### src/rtl/dba_pkg.sv
package dba_pkg;

    typedef enum logic [2:0] {
        B_IDLE  = 3'd0,
        B_PROG  = 3'd1,
        B_ERASE = 3'd2,
        B_SUSP  = 3'd3,
        B_SPROG = 3'd4
    } bank_st_e;

    typedef enum logic [1:0] {
        OP_PROG   = 2'd0,
        OP_SERASE = 2'd1,
        OP_CERASE = 2'd2,
        OP_BAD    = 2'd3
    } op_kind_e;

    typedef enum logic [1:0] {
        RSP_NONE   = 2'd0,
        RSP_ARRAY  = 2'd1,
        RSP_STATUS = 2'd2,
        RSP_ERROR  = 2'd3
    } resp_e;

    function automatic logic st_busy(bank_st_e s);
        return (s == B_PROG) || (s == B_ERASE) || (s == B_SPROG);
    endfunction

endpackage

### src/rtl/dba_bank_decode.sv
module dba_bank_decode (
    input  logic       part_opt,
    input  logic [1:0] addr_hi,
    output logic       bank,
    output logic       is_big
);
    always_comb begin
        if (part_opt == 1'b0) begin
            bank   = (addr_hi != 2'b00);
            is_big = bank;
        end else begin
            bank   = (addr_hi == 2'b11);
            is_big = ~bank;
        end
    end
endmodule

### src/rtl/dba_bank_fsm.sv
module dba_bank_fsm
    import dba_pkg::*;
#(
    parameter int SECT_W = 4
) (
    input  logic              clk,
    input  logic              rst_n,
    input  logic              start_prog,
    input  logic              start_erase,
    input  logic              start_chip,
    input  logic [SECT_W-1:0] start_sect,
    input  logic              suspend,
    input  logic              resume,
    input  logic              done,
    output bank_st_e          state,
    output logic [SECT_W-1:0] susp_sect,
    output logic              busy,
    output logic              susp
);
    bank_st_e st_q, st_d;
    logic     chip_q;

    always_ff @(posedge clk or negedge rst_n) begin
        if (!rst_n) st_q <= B_IDLE;
        else        st_q <= st_d;
    end

    always_ff @(posedge clk or negedge rst_n) begin
        if (!rst_n) begin
            chip_q    <= 1'b0;
            susp_sect <= '0;
        end else begin
            if (st_q == B_IDLE && start_chip)        chip_q <= 1'b1;
            else if (st_q == B_IDLE && start_erase)  chip_q <= 1'b0;
            if (st_q == B_IDLE && start_erase && !start_chip) susp_sect <= start_sect;
        end
    end

    always_comb begin
        st_d = st_q;
        unique case (st_q)
            B_IDLE: begin
                if (start_chip || start_erase) st_d = B_ERASE;
                else if (start_prog)           st_d = B_PROG;
            end
            B_PROG: begin
                if (done) st_d = B_IDLE;
            end
            B_ERASE: begin
                if (done)                  st_d = B_IDLE;
                else if (suspend && !chip_q) st_d = B_SUSP;
            end
            B_SUSP: begin
                if (resume)          st_d = B_ERASE;
                else if (start_prog) st_d = B_SPROG;
            end
            B_SPROG: begin
                if (done) st_d = B_SUSP;
            end
            default: st_d = B_IDLE;
        endcase
    end

    always_comb begin
        state = st_q;
        busy  = st_busy(st_q);
        susp  = (st_q == B_SUSP) || (st_q == B_SPROG);
    end
endmodule

### src/rtl/dba_op_admit.sv
module dba_op_admit
    import dba_pkg::*;
#(
    parameter int SECT_W = 4
) (
    input  logic              op_start,
    input  logic [1:0]        op_kind,
    input  logic              tgt_bank,
    input  logic [SECT_W-1:0] tgt_sect,
    input  bank_st_e          st0,
    input  bank_st_e          st1,
    input  logic [SECT_W-1:0] ss0,
    input  logic [SECT_W-1:0] ss1,
    output logic [1:0]        start_prog,
    output logic [1:0]        start_erase,
    output logic              start_chip,
    output logic              reject
);
    bank_st_e          tst;
    logic [SECT_W-1:0] tss;

    always_comb begin
        tst         = tgt_bank ? st1 : st0;
        tss         = tgt_bank ? ss1 : ss0;
        start_prog  = 2'b00;
        start_erase = 2'b00;
        start_chip  = 1'b0;
        reject      = 1'b0;
        if (op_start) begin
            unique case (op_kind_e'(op_kind))
                OP_PROG: begin
                    if (tst == B_IDLE || (tst == B_SUSP && tgt_sect != tss))
                        start_prog[tgt_bank] = 1'b1;
                    else
                        reject = 1'b1;
                end
                OP_SERASE: begin
                    if (tst == B_IDLE) start_erase[tgt_bank] = 1'b1;
                    else               reject = 1'b1;
                end
                OP_CERASE: begin
                    if (st0 == B_IDLE && st1 == B_IDLE) start_chip = 1'b1;
                    else                                reject = 1'b1;
                end
                default: reject = 1'b1;
            endcase
        end
    end
endmodule

### src/rtl/dba_access_ctrl.sv
module dba_access_ctrl
    import dba_pkg::*;
#(
    parameter int SECT_W = 4
) (
    input  logic              req,
    input  logic              bank,
    input  logic              is_big,
    input  logic [SECT_W-1:0] sect,
    input  bank_st_e          st0,
    input  bank_st_e          st1,
    input  logic [SECT_W-1:0] ss0,
    input  logic [SECT_W-1:0] ss1,
    input  logic              mode_noconc,
    input  logic              mode_split,
    output resp_e             resp
);
    bank_st_e          tst;
    logic [SECT_W-1:0] tss;
    logic              any_busy;

    always_comb begin
        tst      = bank ? st1 : st0;
        tss      = bank ? ss1 : ss0;
        any_busy = st_busy(st0) || st_busy(st1);
        resp     = RSP_NONE;
        if (req) begin
            if (mode_noconc && any_busy) begin
                resp = RSP_STATUS;
            end else if (mode_split) begin
                resp = is_big ? RSP_ARRAY : RSP_STATUS;
            end else begin
                unique case (tst)
                    B_IDLE:  resp = RSP_ARRAY;
                    B_SUSP:  resp = (sect == tss) ? RSP_ERROR : RSP_ARRAY;
                    default: resp = RSP_STATUS;
                endcase
            end
        end
    end
endmodule

### src/rtl/dual_bank_arbiter.sv
module dual_bank_arbiter
    import dba_pkg::*;
#(
    parameter int ADDR_W   = 20,
    parameter int SECT_LSB = 16
) (
    input  logic              clk,
    input  logic              rst_n,
    input  logic              part_opt,
    input  logic              mode_noconc,
    input  logic              mode_split,
    input  logic              host_req,
    input  logic              host_we,
    input  logic [ADDR_W-1:0] host_addr,
    input  logic              op_start,
    input  logic [1:0]        op_kind,
    input  logic              susp_req,
    input  logic              resume_req,
    input  logic [1:0]        bank_done,
    output logic              arr_en,
    output logic              arr_we,
    output logic [ADDR_W-1:0] arr_addr,
    output logic              acc_bank,
    output logic              resp_status,
    output logic              resp_err,
    output logic              op_err,
    output logic [1:0]        bank_busy,
    output logic [1:0]        bank_susp
);
    localparam int SECT_W = ADDR_W - SECT_LSB;
    localparam int NB     = 2;

    logic              dec_bank, dec_big;
    logic [SECT_W-1:0] sect;
    bank_st_e          st     [NB];
    logic [SECT_W-1:0] ss     [NB];
    logic [1:0]        s_prog, s_erase;
    logic              s_chip, reject;
    resp_e             resp;

    assign sect = host_addr[ADDR_W-1:SECT_LSB];

    dba_bank_decode dec_i (
        .part_opt (part_opt),
        .addr_hi  (host_addr[ADDR_W-1 -: 2]),
        .bank     (dec_bank),
        .is_big   (dec_big)
    );

    dba_op_admit #(.SECT_W(SECT_W)) admit_i (
        .op_start    (op_start),
        .op_kind     (op_kind),
        .tgt_bank    (dec_bank),
        .tgt_sect    (sect),
        .st0         (st[0]),
        .st1         (st[1]),
        .ss0         (ss[0]),
        .ss1         (ss[1]),
        .start_prog  (s_prog),
        .start_erase (s_erase),
        .start_chip  (s_chip),
        .reject      (reject)
    );

    for (genvar b = 0; b < NB; b++) begin : g_bank
        dba_bank_fsm #(.SECT_W(SECT_W)) fsm_i (
            .clk         (clk),
            .rst_n       (rst_n),
            .start_prog  (s_prog[b]),
            .start_erase (s_erase[b]),
            .start_chip  (s_chip),
            .start_sect  (sect),
            .suspend     (susp_req),
            .resume      (resume_req),
            .done        (bank_done[b]),
            .state       (st[b]),
            .susp_sect   (ss[b]),
            .busy        (bank_busy[b]),
            .susp        (bank_susp[b])
        );
    end

    dba_access_ctrl #(.SECT_W(SECT_W)) acc_i (
        .req         (host_req),
        .bank        (dec_bank),
        .is_big      (dec_big),
        .sect        (sect),
        .st0         (st[0]),
        .st1         (st[1]),
        .ss0         (ss[0]),
        .ss1         (ss[1]),
        .mode_noconc (mode_noconc),
        .mode_split  (mode_split),
        .resp        (resp)
    );

    always_ff @(posedge clk or negedge rst_n) begin
        if (!rst_n) begin
            arr_en      <= 1'b0;
            arr_we      <= 1'b0;
            arr_addr    <= '0;
            acc_bank    <= 1'b0;
            resp_status <= 1'b0;
            resp_err    <= 1'b0;
            op_err      <= 1'b0;
        end else begin
            arr_en      <= (resp == RSP_ARRAY);
            arr_we      <= (resp == RSP_ARRAY) && host_we;
            resp_status <= (resp == RSP_STATUS);
            resp_err    <= (resp == RSP_ERROR);
            op_err      <= reject;
            if (host_req) begin
                arr_addr <= host_addr;
                acc_bank <= dec_bank;
            end
        end
    end
endmodule

### config.mk
export PLATFORM = sky130hd
export DESIGN_NAME = dual_bank_arbiter
export DESIGN_NICKNAME = d
export VERILOG_FILES = /design/src/rtl/dba_pkg.sv /design/src/rtl/dba_bank_decode.sv /design/src/rtl/dba_bank_fsm.sv /design/src/rtl/dba_op_admit.sv /design/src/rtl/dba_access_ctrl.sv /design/src/rtl/dual_bank_arbiter.sv
export SDC_FILE = /design/constraint.sdc
export NUM_CORES = 1
export LEC_CHECK = 0
export ABC_AREA = 0
export ABC_CLOCK_PERIOD_IN_PS = 3400
export BUFFER_PORTS_ARGS = -buffer_cell sky130_fd_sc_hd__buf_2
export CAP_MARGIN = 20
export CORE_ASPECT_RATIO = 0.75
export CORE_MARGIN = 2
export CORE_UTILIZATION = 52
export DETAILED_ROUTE_END_ITERATION = 10
export PLACE_DENSITY = 0.91
export SYNTH_ARGS = -nofsm -noshare
export SYNTH_HDL_FRONTEND = slang
export SYNTH_SLANG_ARGS = --single-unit
### constraint.sdc
create_clock -name clk -period 3.4 [get_ports clk]
set_input_delay 0.17 -clock clk [delete_from_list [all_inputs] [get_ports clk]]
set_output_delay 0.17 -clock clk [all_outputs]
set_load 0.05 [all_outputs]
# Word level (Yosys, flattened, before mapping)
# Index checks and enable logic that the tools add are counted.
# classes
magnitude_cmp	2
eq_ne	27
mux	48
bitwise_logic	1
reduce_logical	35
# ops
operator	n
$mux W3	17
$pmux W3 S5	2
$mux W2	11
$eq A3 B2 Y1 const B	5
$mux W1	14
$logic_and A1 B1 Y1	13
$ne A3 B3 Y1 const B	4
$logic_or A1 B1 Y1	10
$reduce_and A5 Y1	2
$logic_not A3 Y1	3
$eq A2 B2 Y1 const B	4
$ne A2 B2 Y1 const B	4
$eq A3 B1 Y1 const B	2
$eq A3 B3 Y1 const B	2
$ne A3 B1 Y1 const B	2
$reduce_bool A2 Y1	3
$eq A2 B1 Y1 const B	2
$eq A4 B4 Y1	1
$mux W4	1
$ne A4 B4 Y1	1
$pmux W2 S2	1
$logic_not A1 Y1	3
$pmux W1 S3	1
$logic_not A2 Y1	1
4 further kinds	4
# word_totals
reg_bits	42
input_bits	34
output_inout_bits	30
elab_cells	126

# Longest topological paths before layout
# logic_depth
word_depth	12
ltp_mapped	10
mapped_depth_nobuf	7

# Modules after synthesis
# From an unflattened synthesis, not the netlist that was laid out.
# hier_totals
hier_cells	215
area_unflattened_um2	2507.4
# modules_own_cells
mod	instances	cells_per_inst	area_each_um2	seq_area_each_um2
dual_bank_arbiter	1	53	1012.2	650.6
dba_bank_fsm	2	47	493.0	200.2
dba_access_ctrl	1	32	247.7	0.0
dba_op_admit	1	31	230.2	0.0
dba_bank_decode	1	5	31.3	0.0

# Least setup slack after synthesis
# No wires, ideal clock.
# synth_path
path_kind	register -> register
from	register g_bank[1].fsm_i.susp_sect[3]
to	register g_bank[1].fsm_i.st_q[1]
setup_ns	0.125
arrival_ns	2.351
required_time_ns	3.275
setup_slack_ns	0.924
path_stages_with_launch	8
n_path_buf	0
synth_period_minus_slack_ns	2.476
path_cell_list	dfrtp_1 > or3b_2 > a311oi_1 > o22ai_1 > a221o_1 > or3_4 > a41oi_2 > mux2_4
# synth_between
elab_chain_cells	9
elab_cells_between_ends	10
classes_between	eq/ne (3); mux (4); reduce/logical (3)
# synth_rtl
element	line_no	text
start, declared	dba_bank_fsm.sv:16	output logic [SECT_W-1:0] susp_sect,
start signal, assigned	dba_bank_fsm.sv:35	if (st_q == B_IDLE && start_erase && !start_chip) susp_sect <= start_sect;
$mux W4 (*)	dba_op_admit.sv:24	tss = tgt_bank ? ss1 : ss0;
$ne A4 B4 Y1 (*)	dba_op_admit.sv:32	if (tst == B_IDLE || (tst == B_SUSP && tgt_sect != tss))
$logic_and A1 B1 Y1 (*)	dba_op_admit.sv:32	
$logic_or A1 B1 Y1 (*)	dba_op_admit.sv:32	
$mux W2 (*)	dba_op_admit.sv:32	
$mux W2 (*)	dba_op_admit.sv:30	unique case (op_kind_e'(op_kind))
$mux W2 (*)	dba_op_admit.sv:29	if (op_start) begin
$ne A3 B1 Y1 (no source line) / $ne A3 B3 Y1 (equally long branches)	--	
$reduce_and A5 Y1 (no source line) (*)	--	
end signal, assigned	dba_bank_fsm.sv:25	else st_q <= st_d;
end, declared	dba_bank_fsm.sv:20	bank_st_e st_q, st_d;
# Mark *: on every way between the ends. The rest lies on a longest branch, timed or not.
# A chain may end at the register's enable or synchronous reset.

# Final worst setup path
# layout_path
from	input host_addr[18]
to	register g_bank[1].fsm_i.st_q[1]
# layout_between
elab_chain_cells	12
elab_cells_between_ends	27
classes_between	order compare (2); eq/ne (5); mux (13); reduce/logical (7)
# layout_rtl
element	line_no	text
start, declared	dual_bank_arbiter.sv:14	input logic [ADDR_W-1:0] host_addr,
$eq A2 B2 Y1 / $reduce_bool A2 Y1 (equally long branches)	dba_bank_decode.sv:12, dba_bank_decode.sv:9	
$mux W1	dba_bank_decode.sv:8	if (part_opt == 1'b0) begin
$lt A1 B2 Y1 (implied by the code) / $ge A1 B1 Y1 (equally long branches)	dba_op_admit.sv:33, dba_op_admit.sv:38	
$logic_and A1 B1 Y1 (implied by the code)	dba_op_admit.sv:33, dba_op_admit.sv:38	
$mux W1 (implied by the code)	dba_op_admit.sv:33, dba_op_admit.sv:38	
$demux W1 S1	--	
$mux W2	dba_op_admit.sv:38	if (tst == B_IDLE) start_erase[tgt_bank] = 1'b1;
$mux W2	dba_op_admit.sv:30	
$mux W2	dba_op_admit.sv:29	
$logic_or A1 B1 Y1	dba_bank_fsm.sv:43	if (start_chip || start_erase) st_d = B_ERASE;
$ne A3 B1 Y1 (no source line) / $mux W3 (equally long branches)	--	
$reduce_and A5 Y1 (no source line) / $pmux W3 S5 (equally long branches)	--	
# Several ways; a longest one is shown, not always the timed one.

==> impl_metrics.env <==
export IMPL_place_inst=324
export IMPL_max_freq_mhz=351
export IMPL_via_count=1907
export IMPL_drive_gt1_frac=0.386
export IMPL_synth_seq_area_share=0.456
export IMPL_die_width_um=80.9
export IMPL_fin_cells=332
export IMPL_slew_headroom=0.418
export IMPL_first_iter_violations=146
export IMPL_worst_path_max_fanout=14
export IMPL_drt_first_pass_iters=4
export IMPL_grt_antenna_before_repair=0
export IMPL_clockBufferDepth=2
export IMPL_synth_flop_cell="dfrtp_1"
export IMPL_die_h_um=61.7
export IMPL_rsz0062_at_grt="false"
export IMPL_final_antenna_net_count=0
export IMPL_hp_class="in2async"
export IMPL_start_util=0.555
export IMPL_cts_root_buf="clkbuf_8"
export IMPL_globalRouteTotalUtil=0.211
export IMPL_async_flop_share=1.00
export IMPL_synth_area_um2=2310
export IMPL_seq_power_share=0.382
export IMPL_cap_violations=0
export IMPL_outcome="finished with violations"
export IMPL_finalHoldWorstSlack_ps=-1.84
export IMPL_io_pins=64
export IMPL_power_density_nw_per_um2=703
export IMPL_cp_end_kind="flop"
export IMPL_violations="hold timing"
export IMPL_slew_violations=0
export IMPL_p_int_mw=1.13
export IMPL_grt_start_max_net_pins=43
export IMPL_syn_inst=222
export IMPL_grt_overflow=0
export IMPL_post_route_drc_count=0
export IMPL_cp_required_ps=3580
export IMPL_synthDistinctLibCells=54
export IMPL_htree_levels=2
export IMPL_grt_pass1_vias=1630
export IMPL_peakVddDrop_v=0.000340
export IMPL_ys_ff_latch=42
export IMPL_rows=20
export IMPL_areaGrowthSynthToFinish_pct=17.5
export IMPL_cts_setup_buffers=0
export IMPL_clockPowerShare=0.203
export IMPL_setup_viol=0
export IMPL_port_buffers=63
export IMPL_fin_crit_ps=2850
export IMPL_finalCritPeriodShare=0.839
export IMPL_syn_nets=256
export IMPL_p_sw_mw=0.777
export IMPL_switching_share=0.408
export IMPL_avgSynthCellArea_um2=10.4
export IMPL_cts_tree="built"
export IMPL_p_comb_frac=0.415
export IMPL_core_area_um2=4150
export IMPL_finalSetupTns_ps=0
export IMPL_layout_nets=310
export IMPL_grt_pass1_wl_mm=7.96
export IMPL_finalHoldViolations=2
export IMPL_synth_edff_count=0
export IMPL_cts_buffers=5
export IMPL_hpwl_mm=3.69
export IMPL_routed_wirelength_mm=4.97
export IMPL_place_congestion=0.859
export IMPL_clk_latency_ps=290
export IMPL_antenna_cells=0
export IMPL_synth_warnings=0
export IMPL_crit_type="in2reg"
export IMPL_dieArea_um2=4990
export IMPL_cts_sinks=42
export IMPL_arrival_ps=3030
export IMPL_cts_resized=0
export IMPL_wl_per_cell_um=15.0
export IMPL_clock_skew_ps=6.41
export IMPL_post_route_util=0.652
export IMPL_startpoint_type="input port"
export IMPL_worstMarginPinSlew_ps=873
export IMPL_clkTransAtPathRegs_ps=80
export IMPL_cts_hold_buf=0
export IMPL_viasPerCell=5.74
export IMPL_p_leak_nw=1.26
==> sequential cells by signal (all words and copies together), names as in the netlist <==
register and flops:
arr_en 1, resp_err 1, g_bank.fsm_i.susp_sect 8, resp_status 1, g_bank.fsm_i.chip_q 2, g_bank.fsm_i.state 6
arr_addr 20, op_err 1, arr_we 1, acc_bank 1
==> per-stage QoR <==
step	cell area, um^2	power, mW	worst slack, ps
3_5_place_dp	2590	1.52	285
5_1_grt	2710	2.03	433
6_report	2710	1.90	548
2_1_floorplan	2310	1.37	924
3_3_place_gp	2590	1.50	452
4_1_cts	2710	1.91	567
==> placed cells by master, fill, tap and decap left out, drive strengths merged, types with 2 or more instances in the layout <==
cell and count:
buf 63, dfrtp 42, mux2 26, o21ai 19, nand2 15, nor2 11, inv 7, a21oi 7
nand2b 6, nor2b 5, nor3 5, clkbuf 5, or3 5, a21o 4, nand3 3, nand4 3
o211ai 3, a311oi 3, nor3b 3, and2 3, and2b 3, a2bb2oi 2, a211o 2, mux2i 2
a31oi 2, or4 2, a41oi 2, a31o 2, o21a 2, clkinvlp 2
==> cell usage after synthesis (all sizes together) (2+ instances only) <==
library cell,number,area share
and2b,3,0.011
buf,9,0.030
a2bb2oi,2,0.0076
nor3,5,0.011
o21ai,19,0.041
a31oi,2,0.0054
a21oi,7,0.015
nand3,3,0.0065
clkbuf,7,0.011
o211ai,3,0.0098
a311oi,3,0.011
nor2b,5,0.014
nand2,15,0.024
or3,5,0.016
dfrtp,42,0.46
nor2,11,0.018
a41oi,2,0.014
a21o,4,0.013
a31o,2,0.0076
or4,2,0.0065
a211o,2,0.0076
mux2,26,0.13
inv,7,0.011
o21a,2,0.0065
mux2i,2,0.0087
nand2b,6,0.020
nor3b,3,0.0098
and2,3,0.0081
nand4,3,0.0081
==> final timing paths <==
check                                             start                       end  slack [ps]  cells past startpoint
max                                       host_addr[18]  g_bank[1].fsm_i.state[1]         550                      8
max in group asynchronous                         rst_n                  acc_bank        2860                      1
min reg2reg                      g_bank[0].fsm_i.chip_q    g_bank[0].fsm_i.chip_q         490                      1
min                                               rst_n              arr_addr[16]          -2                      1
max reg2reg                g_bank[1].fsm_i.susp_sect[3]  g_bank[1].fsm_i.state[1]         660                      7
min in group clk                                host_we                    arr_we          90                      2
==> logic make-up (layout without fill, tap and decap cells) <==
logic type	Yosys count	in the layout	share of synthesized area
and+or+nand+nor	70	70	0.174
buffers and inverters	23	78	0.0526
AOI/OAI and AO/OA	58	58	0.176
xor gates and xnor gates	1	1	0.00380
muxes	28	28	0.137
DFF	42	42	0.456
==> layer usage <==
metal | track usage | wire, um | vias to the layer above
li1 | - | - | 915
met1 | 0.325 | 2440 | 911
met2 | 0.314 | 2160 | 79
met3 | 0.0455 | 359 | 2
met4 | 0.0291 | 10 | 0
met5 | 0 | 0 | -
==> worst max-delay path, stage by stage <==
cell and delay, ps:
buf_2 220, and2b_2 280, a21oi_1 490, mux2_2 460
or3_1 530, a311oi_1 420, a41oi_2 100, mux2_4 350
==> power by group through the flow <==
| stage | clock network [mW] | registers, mW | logic [mW] |
|---|---|---|---|
| 2_1_floorplan | 0 | 0.806 | 0.561 |
| 5_1_grt | 0.421 | 0.748 | 0.862 |
| 6_report | 0.386 | 0.727 | 0.791 |
| 3_3_place_gp | 0 | 0.732 | 0.770 |
| 3_5_place_dp | 0 | 0.735 | 0.787 |
| 4_1_cts | 0.398 | 0.725 | 0.789 |
==> cell type report <==
| class | count | area (um^2) |
|---|---|---|
| clock inverter | 3 | 45.0 |
| inverter | 7 | 26.3 |
| fill | 346 | 1450 |
| tap | 55 | 68.8 |
| clock buffer | 5 | 68.8 |
| timing repair buffer | 63 | 315 |
| multi-input combinational | 157 | 1130 |
| sequential | 42 | 1050 |
(Power assumes the default switching activity.)
